File: config.mk
export PLATFORM = sky130hd
export DESIGN_NAME = fp_unpacker
export DESIGN_NICKNAME = d
export VERILOG_FILES = /design/src/rtl/fp_unpack_pkg.sv /design/src/rtl/fp_unpack_dp.sv /design/src/rtl/fp_unpack_ctrl.sv /design/src/rtl/fp_unpacker.sv
export SDC_FILE = /design/constraint.sdc
export NUM_CORES = 1
export LEC_CHECK = 0
export ABC_CLOCK_PERIOD_IN_PS = 3450
export BUFFER_PORTS_ARGS = -buffer_cell sky130_fd_sc_hd__buf_2
export CORE_MARGIN = 8
export CORE_UTILIZATION = 40
export CTS_CLUSTER_DIAMETER = 60
export DETAILED_ROUTE_END_ITERATION = 10
export PLACE_DENSITY_LB_ADDON = 0.25
export SYNTH_ARGS = -nofsm -noshare
export SYNTH_HDL_FRONTEND = slang
export SYNTH_SLANG_ARGS = --single-unit
File: constraint.sdc
create_clock -name clk -period 3.45 [get_ports clk]
set_clock_uncertainty 0.05 [all_clocks]
set_input_delay 0 -clock clk [delete_from_list [all_inputs] [get_ports clk]]
set_output_delay 0 -clock clk [all_outputs]
set_load 0.005 [all_outputs]
File: src/rtl/fp_unpack_pkg.sv
package fp_unpack_pkg;
  typedef enum logic [2:0] {
    ClsZero   = 3'd0,
    ClsNormal = 3'd1,
    ClsInf    = 3'd2,
    ClsQnan   = 3'd3,
    ClsSnan   = 3'd4
  } cls_e;

  typedef enum logic [1:0] {
    FmtSingle  = 2'd0,
    FmtDouble  = 2'd1,
    FmtQuad    = 2'd2,
    FmtQuadAlt = 2'd3
  } fmt_e;

  typedef struct packed {
    logic load;
    logic shift;
  } strobe_t;
endpackage

File: src/rtl/fp_unpack_dp.sv
module fp_unpack_dp
  import fp_unpack_pkg::*;
#(
  parameter int ExpW   = 18,
  parameter int WordW  = 32,
  parameter int Words  = 4,
  parameter int HidPos = 16
) (
  input  logic                   clk,
  input  logic                   rstN,
  input  strobe_t                strb,
  input  logic [1:0]             fmt,
  input  logic [WordW*Words-1:0] opIn,
  output logic                   isSub,
  output logic                   leadSet,
  output logic                   signOut,
  output logic [2:0]             clsOut,
  output logic signed [ExpW-1:0] expOut,
  output logic [WordW*Words-1:0] sigOut,
  output logic                   invalid
);
  localparam int SigW   = WordW * Words;
  localparam int HidBit = SigW - WordW + HidPos;

  logic [14:0]            expF;
  logic                   allOnes, expZero, fracZero, nSign, nInv;
  logic [HidBit-1:0]      frac;
  logic signed [ExpW-1:0] biasV, nExp;
  logic [SigW-1:0]        nSig;
  cls_e                   nCls;

  always_comb begin
    case (fmt)
      FmtSingle: begin
        nSign   = opIn[31];
        expF    = {7'b0, opIn[30:23]};
        allOnes = &opIn[30:23];
        frac    = {opIn[22:0], {(HidBit-23){1'b0}}};
        biasV   = ExpW'(127);
      end
      FmtDouble: begin
        nSign   = opIn[63];
        expF    = {4'b0, opIn[62:52]};
        allOnes = &opIn[62:52];
        frac    = {opIn[51:0], {(HidBit-52){1'b0}}};
        biasV   = ExpW'(1023);
      end
      default: begin
        nSign   = opIn[127];
        expF    = opIn[126:112];
        allOnes = &opIn[126:112];
        frac    = opIn[HidBit-1:0];
        biasV   = ExpW'(16383);
      end
    endcase
    expZero  = (expF == '0);
    fracZero = (frac == '0);
    nSig = '0;
    nExp = '0;
    nInv = 1'b0;
    nCls = ClsNormal;
    if (expZero && fracZero) begin
      nCls = ClsZero;
    end else if (expZero) begin
      nSig = SigW'(frac);
      nExp = ExpW'(1) - biasV;
    end else if (allOnes && fracZero) begin
      nCls = ClsInf;
    end else if (allOnes) begin
      nCls = frac[HidBit-1] ? ClsQnan : ClsSnan;
      nInv = ~frac[HidBit-1];
      nSig = SigW'({2'b11, frac[HidBit-2:0]});
    end else begin
      nSig = SigW'({1'b1, frac});
      nExp = $signed(ExpW'(expF)) - biasV;
    end
  end

  assign isSub   = expZero && !fracZero;
  assign leadSet = sigOut[HidBit];

  always_ff @(posedge clk) begin
    if (!rstN) begin
      signOut <= 1'b0;
      clsOut  <= ClsZero;
      expOut  <= '0;
      sigOut  <= '0;
      invalid <= 1'b0;
    end else if (strb.load) begin
      signOut <= nSign;
      clsOut  <= nCls;
      expOut  <= nExp;
      sigOut  <= nSig;
      invalid <= nInv;
    end else if (strb.shift) begin
      sigOut <= sigOut << 1;
      expOut <= expOut - ExpW'(1);
    end
  end

  // the control never asks for a shift once the leading one is in place
  a_r7_shift_only_below: assert property (@(posedge clk) disable iff (!rstN)
    strb.shift |-> !leadSet);
endmodule

File: src/rtl/fp_unpack_ctrl.sv
module fp_unpack_ctrl
  import fp_unpack_pkg::*;
(
  input  logic    clk,
  input  logic    rstN,
  input  logic    start,
  input  logic    isSub,
  input  logic    leadSet,
  output strobe_t strb,
  output logic    busy,
  output logic    done
);
  typedef enum logic {SIdle, SNorm} state_e;
  state_e state;

  assign busy       = (state == SNorm);
  assign strb.load  = (state == SIdle) && start;
  assign strb.shift = (state == SNorm) && !leadSet;

  always_ff @(posedge clk) begin
    if (!rstN) begin
      state <= SIdle;
      done  <= 1'b0;
    end else begin
      done <= 1'b0;
      case (state)
        SIdle: if (start) begin
          if (isSub) state <= SNorm;
          else       done  <= 1'b1;
        end
        default: if (leadSet) begin
          done  <= 1'b1;
          state <= SIdle;
        end
      endcase
    end
  end

  // normalization only begins from an accepted request
  a_r11_busy_from_start: assert property (@(posedge clk) disable iff (!rstN)
    $rose(busy) |-> $past(start));
  // done is a single-cycle strobe
  a_r8_done_pulse: assert property (@(posedge clk) disable iff (!rstN)
    done |=> !done || $past(start));
endmodule

File: src/rtl/fp_unpacker.sv
module fp_unpacker
  import fp_unpack_pkg::*;
#(
  parameter int ExpW = 18,
  parameter int RegW = 5
) (
  input  logic                   clk,
  input  logic                   rstN,
  input  logic                   start,
  input  logic [1:0]             fmt,
  input  logic [127:0]           opIn,
  input  logic [RegW-1:0]        regIn,
  output logic                   busy,
  output logic                   done,
  output logic                   signOut,
  output logic [2:0]             clsOut,
  output logic signed [ExpW-1:0] expOut,
  output logic [127:0]           sigOut,
  output logic                   roundFlag,
  output logic                   stickyFlag,
  output logic                   invalid,
  output logic [RegW:0]          regOut
);
  strobe_t strb;
  logic    isSub, leadSet;

  fp_unpack_ctrl u_ctrl (
    .clk(clk), .rstN(rstN), .start(start), .isSub(isSub), .leadSet(leadSet),
    .strb(strb), .busy(busy), .done(done)
  );

  fp_unpack_dp #(.ExpW(ExpW)) u_dp (
    .clk(clk), .rstN(rstN), .strb(strb), .fmt(fmt), .opIn(opIn),
    .isSub(isSub), .leadSet(leadSet), .signOut(signOut), .clsOut(clsOut),
    .expOut(expOut), .sigOut(sigOut), .invalid(invalid)
  );

  assign roundFlag  = 1'b0;
  assign stickyFlag = 1'b0;

  logic wideOp;
  assign wideOp = (fmt != FmtSingle);
  assign regOut = (wideOp && regIn[0]) ? {1'b1, regIn[RegW-1:1], 1'b0}
                                       : {1'b0, regIn};

  // a finished normal result always carries its leading one at bit 112
  a_r7_done_normalized: assert property (@(posedge clk) disable iff (!rstN)
    (done && clsOut == ClsNormal) |-> sigOut[112]);
  // the invalid flag tracks the signaling class
  a_r6_snan_flag: assert property (@(posedge clk) disable iff (!rstN)
    done |-> (invalid == (clsOut == ClsSnan)));
  // with no request and no normalization, the record holds
  a_r11_hold: assert property (@(posedge clk) disable iff (!rstN)
    (!$past(busy) && !$past(start)) |-> ($stable(sigOut) && $stable(expOut) && $stable(clsOut)));
endmodule

==> qor.csv, run 1 <==
stage,metric,value,unit
synth,most frequent cell after synthesis,o21ai_0,
clocking,Clock Path Buffers,2,
run_status,status,completed,
placement,dpl ws,0.579,ns
placement,hpwl dp,28.9,mm
routing,WL/cell,23.1,um
timing,min Tclk post-route,2.92,ns
routing,Pre-Repair DR Iteration Count,5,
synth,"EDFF count, synth",0,
setup_path,reg2reg start,u_ctrl.busy$_SDFF_PN0_,
timing,final hold violations,0,
setup_path,FF-to-FF setup slack,0.53,ns
die,Die W,165,um
clocking,clk slew on worst S/H paths,0.07,ns
synth,commonest cells in the netlist,"261 x o21ai_0, 152 x dfxtp_1, 125 x a21oi_1, 89 x nand2_1, 87 x clkbuf_1",
grt,GRT Overall Usage,0.288,
clocking,CTS root buf,clkbuf_16,
setup_path,Max stage delay on crit path,0.57,ns
routing,DRC viols,0,
timing,Slew @ Worst Pin,0.873,ns
power_and_ir_drop,worst ir drop on vdd,278,uV
run,max-cap violations,0,
die,Initial Utilization,0.408,
synth,Synth Instances,1169,
setup_path,CP top delay family,buffers and inverters,
grt,initial antenna violation count,6,
timing,RSZ-0062 raised after global routing,false,
clocking,worst-skew pair later-pin latency,0.43,ns
grt,GR Overflow Total,0,
synth,Synth async-reset ratio,0,
routing,vias per cell,6.11,
synth,register bit total from synthesis,152,
final_layout,share of cells above drive strength 1,0.254,
setup_path,Worst path depth,6,
setup_path,"Slowest-stage cell, CP",dlygate4sd3_1,
synth,post-synth cell types,76,
setup_path,crit path capture,u_dp.sigOut[29]$_SDFFE_PN0P_,
power_and_ir_drop,leakage power,5.19,nW
timing,final setup fails,0,
clocking,CTS tree,yes,
setup_path,Crit. End Element,flip-flop,
synth,Mapped Area,8940,um^2
clocking,# clock sinks,152,
timing,setup ws final,0.534,ns
synth,synth warn,0,
routing,initial DRC count,1403,
grt,first-pass GRT wire length,60.9,mm
grt,vias in the first global route,10300,
synth,synthesized area per cell,7.64,um^2
setup_path,WP buf/inv,2,
placement,routability cong.,0.935,
synth,ys flop type,dfxtp_1,
setup_path,worst r2r path cells,6,
final_layout,Non-Filler Instances,1781,
timing,pins over their slew limit,0,
routing,total wire length,41.1,mm
clocking,CTS Buf Count,17,
routing,routed via count,10900,
die,die area,27400,um^2
setup_path,Setup crit start kind,flip-flop,
die,row count,54,
final_layout,Area Growth Syn to Fin,35.8,%
die,io pins,299,
final_layout,nets,1629,
setup_path,CP Launch Point,u_ctrl.busy$_SDFF_PN0_,
timing,Tcrit/Tclk final,0.845,
setup_path,required time worst endpoint,3.72,ns
die,Chip Height,165,um
setup_path,RR Endpoint,u_dp.sigOut[29]$_SDFFE_PN0P_,
min_path,HP Class,primary input to flip-flop,
synth,sequential fraction of the synthesis area,0.341,
die,Core ar.,21900,um^2
placement,Inst Count DP,1641,
synth,"area leader, netlist",dfxtp_1,
grt,pin count of the biggest net entering global routing,95,
power_and_ir_drop,PwrDens,412,nW/um^2
timing,final setup TNS,0,ns
routing,antenna-violating nets left,0,
clocking,CTS HTree Levels,4,
final_layout,fill cell count,2090,
synth,Yosys top cell area share,0.341,
setup_path,critical path type,flip-flop to flip-flop,
timing,Slew HR,0.417,
setup_path,worst-path maximum fanout,54,
setup_path,crit path DAT,3.18,ns
synth,"top cells by area, synth","dfxtp_1 34%, o21ai_0 15%, a21oi_1 7.0%",
timing,Max Freq,0.343,GHz
setup_path,critical path cell sequence,nand2b_4 -> nand2_4 -> buf_4 -> o21ai_0 -> a21oi_1 -> dlygate4sd3_1,
placement,I/O Buffers,288,
final_layout,final core occ,0.554,
-- layout by cell type (no fill, tap or decap), types with 19 or more instances in the layout --
cell,count
a21oi_1,125
dlygate4sd3_1,106
nor2b_1,19
nor2_1,27
a22o_1,28
dfxtp_1,152
o21ai_0,261
nor4_1,26
nand3_1,68
nand2_1,88
mux2i_1,27
buf_2,286
-- worst min-delay path, cell delays in order --
cell	delay, ns
buf_2	0.13
a22o_1	0.14
nand2_1	0.06
a21oi_1	0.11
-- registers in the layout, summed over array words and instances, names as in the netlist --
register / cells
u_ctrl.busy: 1
u_dp.expOut: 18
u_ctrl.done: 1
u_dp.invalid: 1
u_dp.clsOut: 2
u_dp.signOut: 1
u_dp.sigOut: 128
-- cell families (layout without fill, tap and decap cells) --
group	Yosys count	count (layout)	share of synthesized area
AOI/OAI and AO/OA	503	503	0.328
and+or+nand+nor	321	321	0.194
DFF	152	152	0.341
buffers and inverters	127	456	0.0620
muxes	45	45	0.0540
xor gates and xnor gates	15	15	0.0147
adders and majority gates	5	5	0.00700
other	1	4	0.000420
-- final cells by class --
| class | count | area (um^2) | share of cell area |
|---|---|---|---|
| Antenna cell | 2 | 5.00 | 0.000413 |
| Clock buffer | 18 | 439 | 0.0362 |
| Clock inverter | 14 | 194 | 0.0160 |
| Inverter | 12 | 45.0 | 0.00371 |
| Multi-Input combinational cell | 891 | 5380 | 0.443 |
| Sequential cell | 152 | 3040 | 0.251 |
| Tap cell | 280 | 350 | 0.0289 |
| Timing Repair Buffer | 412 | 2680 | 0.221 |
-- worst min path at each step --
stage / to / from / cells past startpoint / slack [ns]
5_1_grt: u_dp.sigOut[80]$_SDFFE_PN0P_ / opIn[80] / 4 / 0.02
2_1_floorplan: regOut[1] / regIn[1] / 1 / 0.03
6_report: u_dp.sigOut[63]$_SDFFE_PN0P_ / opIn[63] / 4 / 0.0009
3_3_place_gp: regOut[1] / regIn[1] / 0 / -0.05
3_5_place_dp: regOut[1] / regIn[1] / 0 / -0.05
4_1_cts: u_dp.sigOut[63]$_SDFFE_PN0P_ / opIn[63] / 4 / 0.0009
-- routing by layer --
metal,GRT usage,up-vias,share of wire
met5,0,-,0.0011
met4,0.110,8,0.036
met3,0.0796,107,0.11
met2,0.464,613,0.46
met1,0.360,5186,0.39
li1,-,4961,-
-- through the flow --
step / total power [mW] / hold WS [ns] / area (um^2)
CTS: 4.99 / 0.000934 / 12100
detailed placement: 2.87 / -0.0500 / 10400
global route: 5.17 / 0.0238 / 12100
floorplan: 2.45 / 0.0308 / 8940
finish: 5.00 / 0.000910 / 12100
global placement: 2.86 / -0.0500 / 10400
-- power by group --
group          leakage (nW)  switching (mW)  internal (mW)  total [mW]
Combinational          3.63           0.579          0.431        1.01
Clock                 0.312           0.817           1.24        2.05
Sequential             1.25          0.0836           1.85        1.94
-- repair_timing --
| action | in CTS | in global routing |
|---|---|---|
| gates resized for setup | 0 | 0 |
| endpoints found under the hold margin | 116 | 0 |
| hold buffers | 106 | 0 |
| buffers inserted | 0 | 0 |
(Power assumes the default switching activity.)
==> run 2: changes to the inputs <==
--- a/config.mk
+++ b/config.mk
@@ -5,7 +5,8 @@
 export SDC_FILE = /design/constraint.sdc
 export NUM_CORES = 1
 export LEC_CHECK = 0
-export ABC_CLOCK_PERIOD_IN_PS = 3450
+export ABC_AREA = 1
+export ABC_CLOCK_PERIOD_IN_PS = 3000
 export BUFFER_PORTS_ARGS = -buffer_cell sky130_fd_sc_hd__buf_2
 export CORE_MARGIN = 8
 export CORE_UTILIZATION = 40
==> constraint.sdc (replaced) <==
create_clock -name clk -period 3 [get_ports clk]
set_clock_uncertainty 0.05 [all_clocks]
set_input_delay 0 -clock clk [delete_from_list [all_inputs] [get_ports clk]]
set_output_delay 0 -clock clk [all_outputs]
set_load 0.005 [all_outputs]
==> qor.csv, run 2 <==
stage,metric,value,unit
placement,hpwl dp,32.1,mm
final_layout,"commonest cells after routing, fill and taps aside","358 x nand2_1, 298 x o21ai_0, 287 x buf_2",
timing,RSZ-0062 raised after global routing,false,
power_and_ir_drop,worst ir drop on vdd,343,uV
routing,DRC viols,0,
clocking,Clock Path Buffers,2,
die,die area,28700,um^2
clocking,clk slew on worst S/H paths,0.06,ns
setup_path,worst-path maximum fanout,63,
final_layout,final core occ,0.538,
run,max-cap violations,0,
synth,synthesized area per cell,6.08,um^2
die,Core ar.,23300,um^2
grt,GRT Overall Usage,0.304,
synth,"EDFF count, synth",0,
run_status,status,completed,
synth,Mapped Area,9410,um^2
grt,GR Overflow Total,0,
timing,Max Freq,0.421,GHz
synth,most frequent cell after synthesis,nand2_1,
setup_path,critical path type,flip-flop to flip-flop,
clocking,CTS root buf,clkbuf_16,
timing,min Tclk post-route,2.37,ns
synth,"area leader, netlist",dfxtp_1,
clocking,CTS Buf Count,17,
power_and_ir_drop,total chip power,5.75,mW
routing,initial DRC count,1353,
die,row count,56,
setup_path,Setup crit start kind,flip-flop,
timing,Tcrit/Tclk final,0.791,
setup_path,reg2reg start,u_ctrl.busy$_SDFF_PN0_,
synth,ys flop type,dfxtp_1,
synth,sequential fraction of the synthesis area,0.324,
timing,final setup fails,0,
placement,I/O Buffers,288,
timing,pins over their slew limit,0,
grt,pin count of the biggest net entering global routing,148,
setup_path,required time worst endpoint,3.31,ns
final_layout,Biggest register,u_dp.sigOut,
grt,initial antenna violation count,4,
die,Die W,169,um
routing,routed via count,12400,
timing,final setup TNS,0,ns
clocking,# clock sinks,152,
grt,first-pass GRT wire length,68.5,mm
final_layout,nets,2003,
routing,WL/cell,20.3,um
timing,Slew HR,0.398,
synth,post-synth cell types,38,
synth,commonest cells in the netlist,"360 x nand2_1, 298 x o21ai_0, 162 x a21oi_1, 152 x dfxtp_1, 150 x nor2_1",
power_and_ir_drop,leakage power,6.02,nW
die,io pins,299,
final_layout,final instance area,12500,um^2
clocking,CTS tree,yes,
clocking,worst-skew pair later-pin latency,0.43,ns
final_layout,Area Growth Syn to Fin,33.1,%
placement,DP Area,10900,um^2
synth,Synth Instances,1548,
setup_path,RR Endpoint,u_dp.sigOut[108]$_SDFFE_PN0P_,
setup_path,CP Launch Point,u_ctrl.busy$_SDFF_PN0_,
setup_path,crit path DAT,2.68,ns
min_path,HP Class,primary input to flip-flop,
synth,register bit total from synthesis,152,
grt,vias in the first global route,11900,
synth,Yosys top cell area share,0.324,
synth,Synth async-reset ratio,0,
final_layout,share of cells above drive strength 1,0.196,
synth,"top cells by area, synth","dfxtp_1 32%, o21ai_0 16%, nand2_1 14%",
routing,Pre-Repair DR Iteration Count,5,
routing,antenna-violating nets left,0,
routing,total wire length,44.7,mm
die,Chip Height,169,um
clocking,post-cts sizing count,0,
setup_path,Crit. End Element,flip-flop,
synth,synth warn,0,
die,Initial Utilization,0.404,
routing,vias per cell,5.63,
setup_path,crit path capture,u_dp.sigOut[108]$_SDFFE_PN0P_,
timing,tightest hold margin,0.0115,ns
final_layout,"commonest non-fill, non-tap cell in the layout",nand2_1,
setup_path,FF-to-FF setup slack,0.63,ns
final_layout,Largest register FFs,128,
timing,final hold violations,0,
final_layout,Top Registers,"u_dp.sigOut x128, u_dp.expOut x18, u_dp.clsOut x2",
timing,Slew @ Worst Pin,0.903,ns
placement,routability cong.,1.01,
clocking,CTS HTree Levels,4,
setup_path,worst r2r path cells,7,
power_and_ir_drop,PwrDens,459,nW/um^2
## run 2: cell count changes after synthesis, sizes merged, moves of 15 or more
cell | previous run | this run
nand2 | 89 | 363
nor2 | 28 | 158
inv | 12 | 108
nand3 | 69 | 128
o21ai | 263 | 302
a21oi | 126 | 162
mux2i | 31 | 0
a22o | 28 | 0
nor4 | 26 | 3
nor2b | 20 | 0
a22oi | 15 | 0
## run 2: per-stage QoR
stage / instances / setup WS, ns
final: 2196 / 0.626
after global routing: 2195 / 0.412
after CTS: 2192 / 0.691
after detailed placement: 2062 / 0.427
after global placement: 2062 / 0.426
after floorplan: 1549 / 1.12
## run 2: worst max-delay path: stages, from the launching register on
cell	delay [ns]
dfxtp_1	0.33
inv_1	0.11
nand2_4	0.08
inv_2	0.54
buf_12	0.33
o21ai_0	0.13
dlygate4sd3_1	0.58
a21oi_1	0.11
## run 2: worst min-delay path by stage
stage	from	to	slack [ns]	cells past startpoint
floorplan	regIn[1]	regOut[1]	0.03	1
CTS	opIn[9]	u_dp.sigOut[98]$_SDFFE_PN0P_	0.0009	5
global placement	regIn[1]	regOut[1]	-0.05	0
finish	opIn[111]	u_dp.invalid$_SDFFE_PN0P_	0.01	6
global route	opIn[61]	u_dp.sigOut[61]$_SDFFE_PN0P_	0.03	5
detailed placement	regIn[1]	regOut[1]	-0.05	0
## run 2: logic make-up after synthesis
family,share of synthesized area
other,0.000399
AO/OA/AOI/OAI,0.258
flip-flops,0.324
adder cells (fa/ha/maj),0.00665
XOR/XNOR,0.00559
AND/OR/NAND/NOR,0.306
buffers and inverters,0.0999
## run 2: what timing repair did
action,4_1_cts,5_1_grt
setup buffers,0,0
setup endpoints to repair,0,0
endpoints found under the hold margin,91,0
hold buffers,98,0
## run 2: where the power goes
part	switching, mW	internal [mW]	leakage, nW
Combinational	0.792	0.476	4.48
Sequential	0.104	2.14	1.25
Clock	0.963	1.27	0.289
## run 2: final cells by class
class | instances | area, um^2
inverters | 110 | 415
fillers | 2409 | 10700
multi-input cells | 1174 | 5440
clock buffers | 19 | 443
repair buffers | 405 | 2610
well taps | 319 | 399
flip-flops and latches | 152 | 3040
clock inverters | 13 | 159
diodes | 4 | 10.0
## run 2: metal layers
metal / vias to the layer above / wire length (um) / track usage
li1: 5776 / - / -
met1: 5668 / 17300 / 0.366
met2: 759 / 20300 / 0.499
met3: 164 / 4590 / 0.0751
met4: 2 / 2420 / 0.151
met5: - / 12 / 0
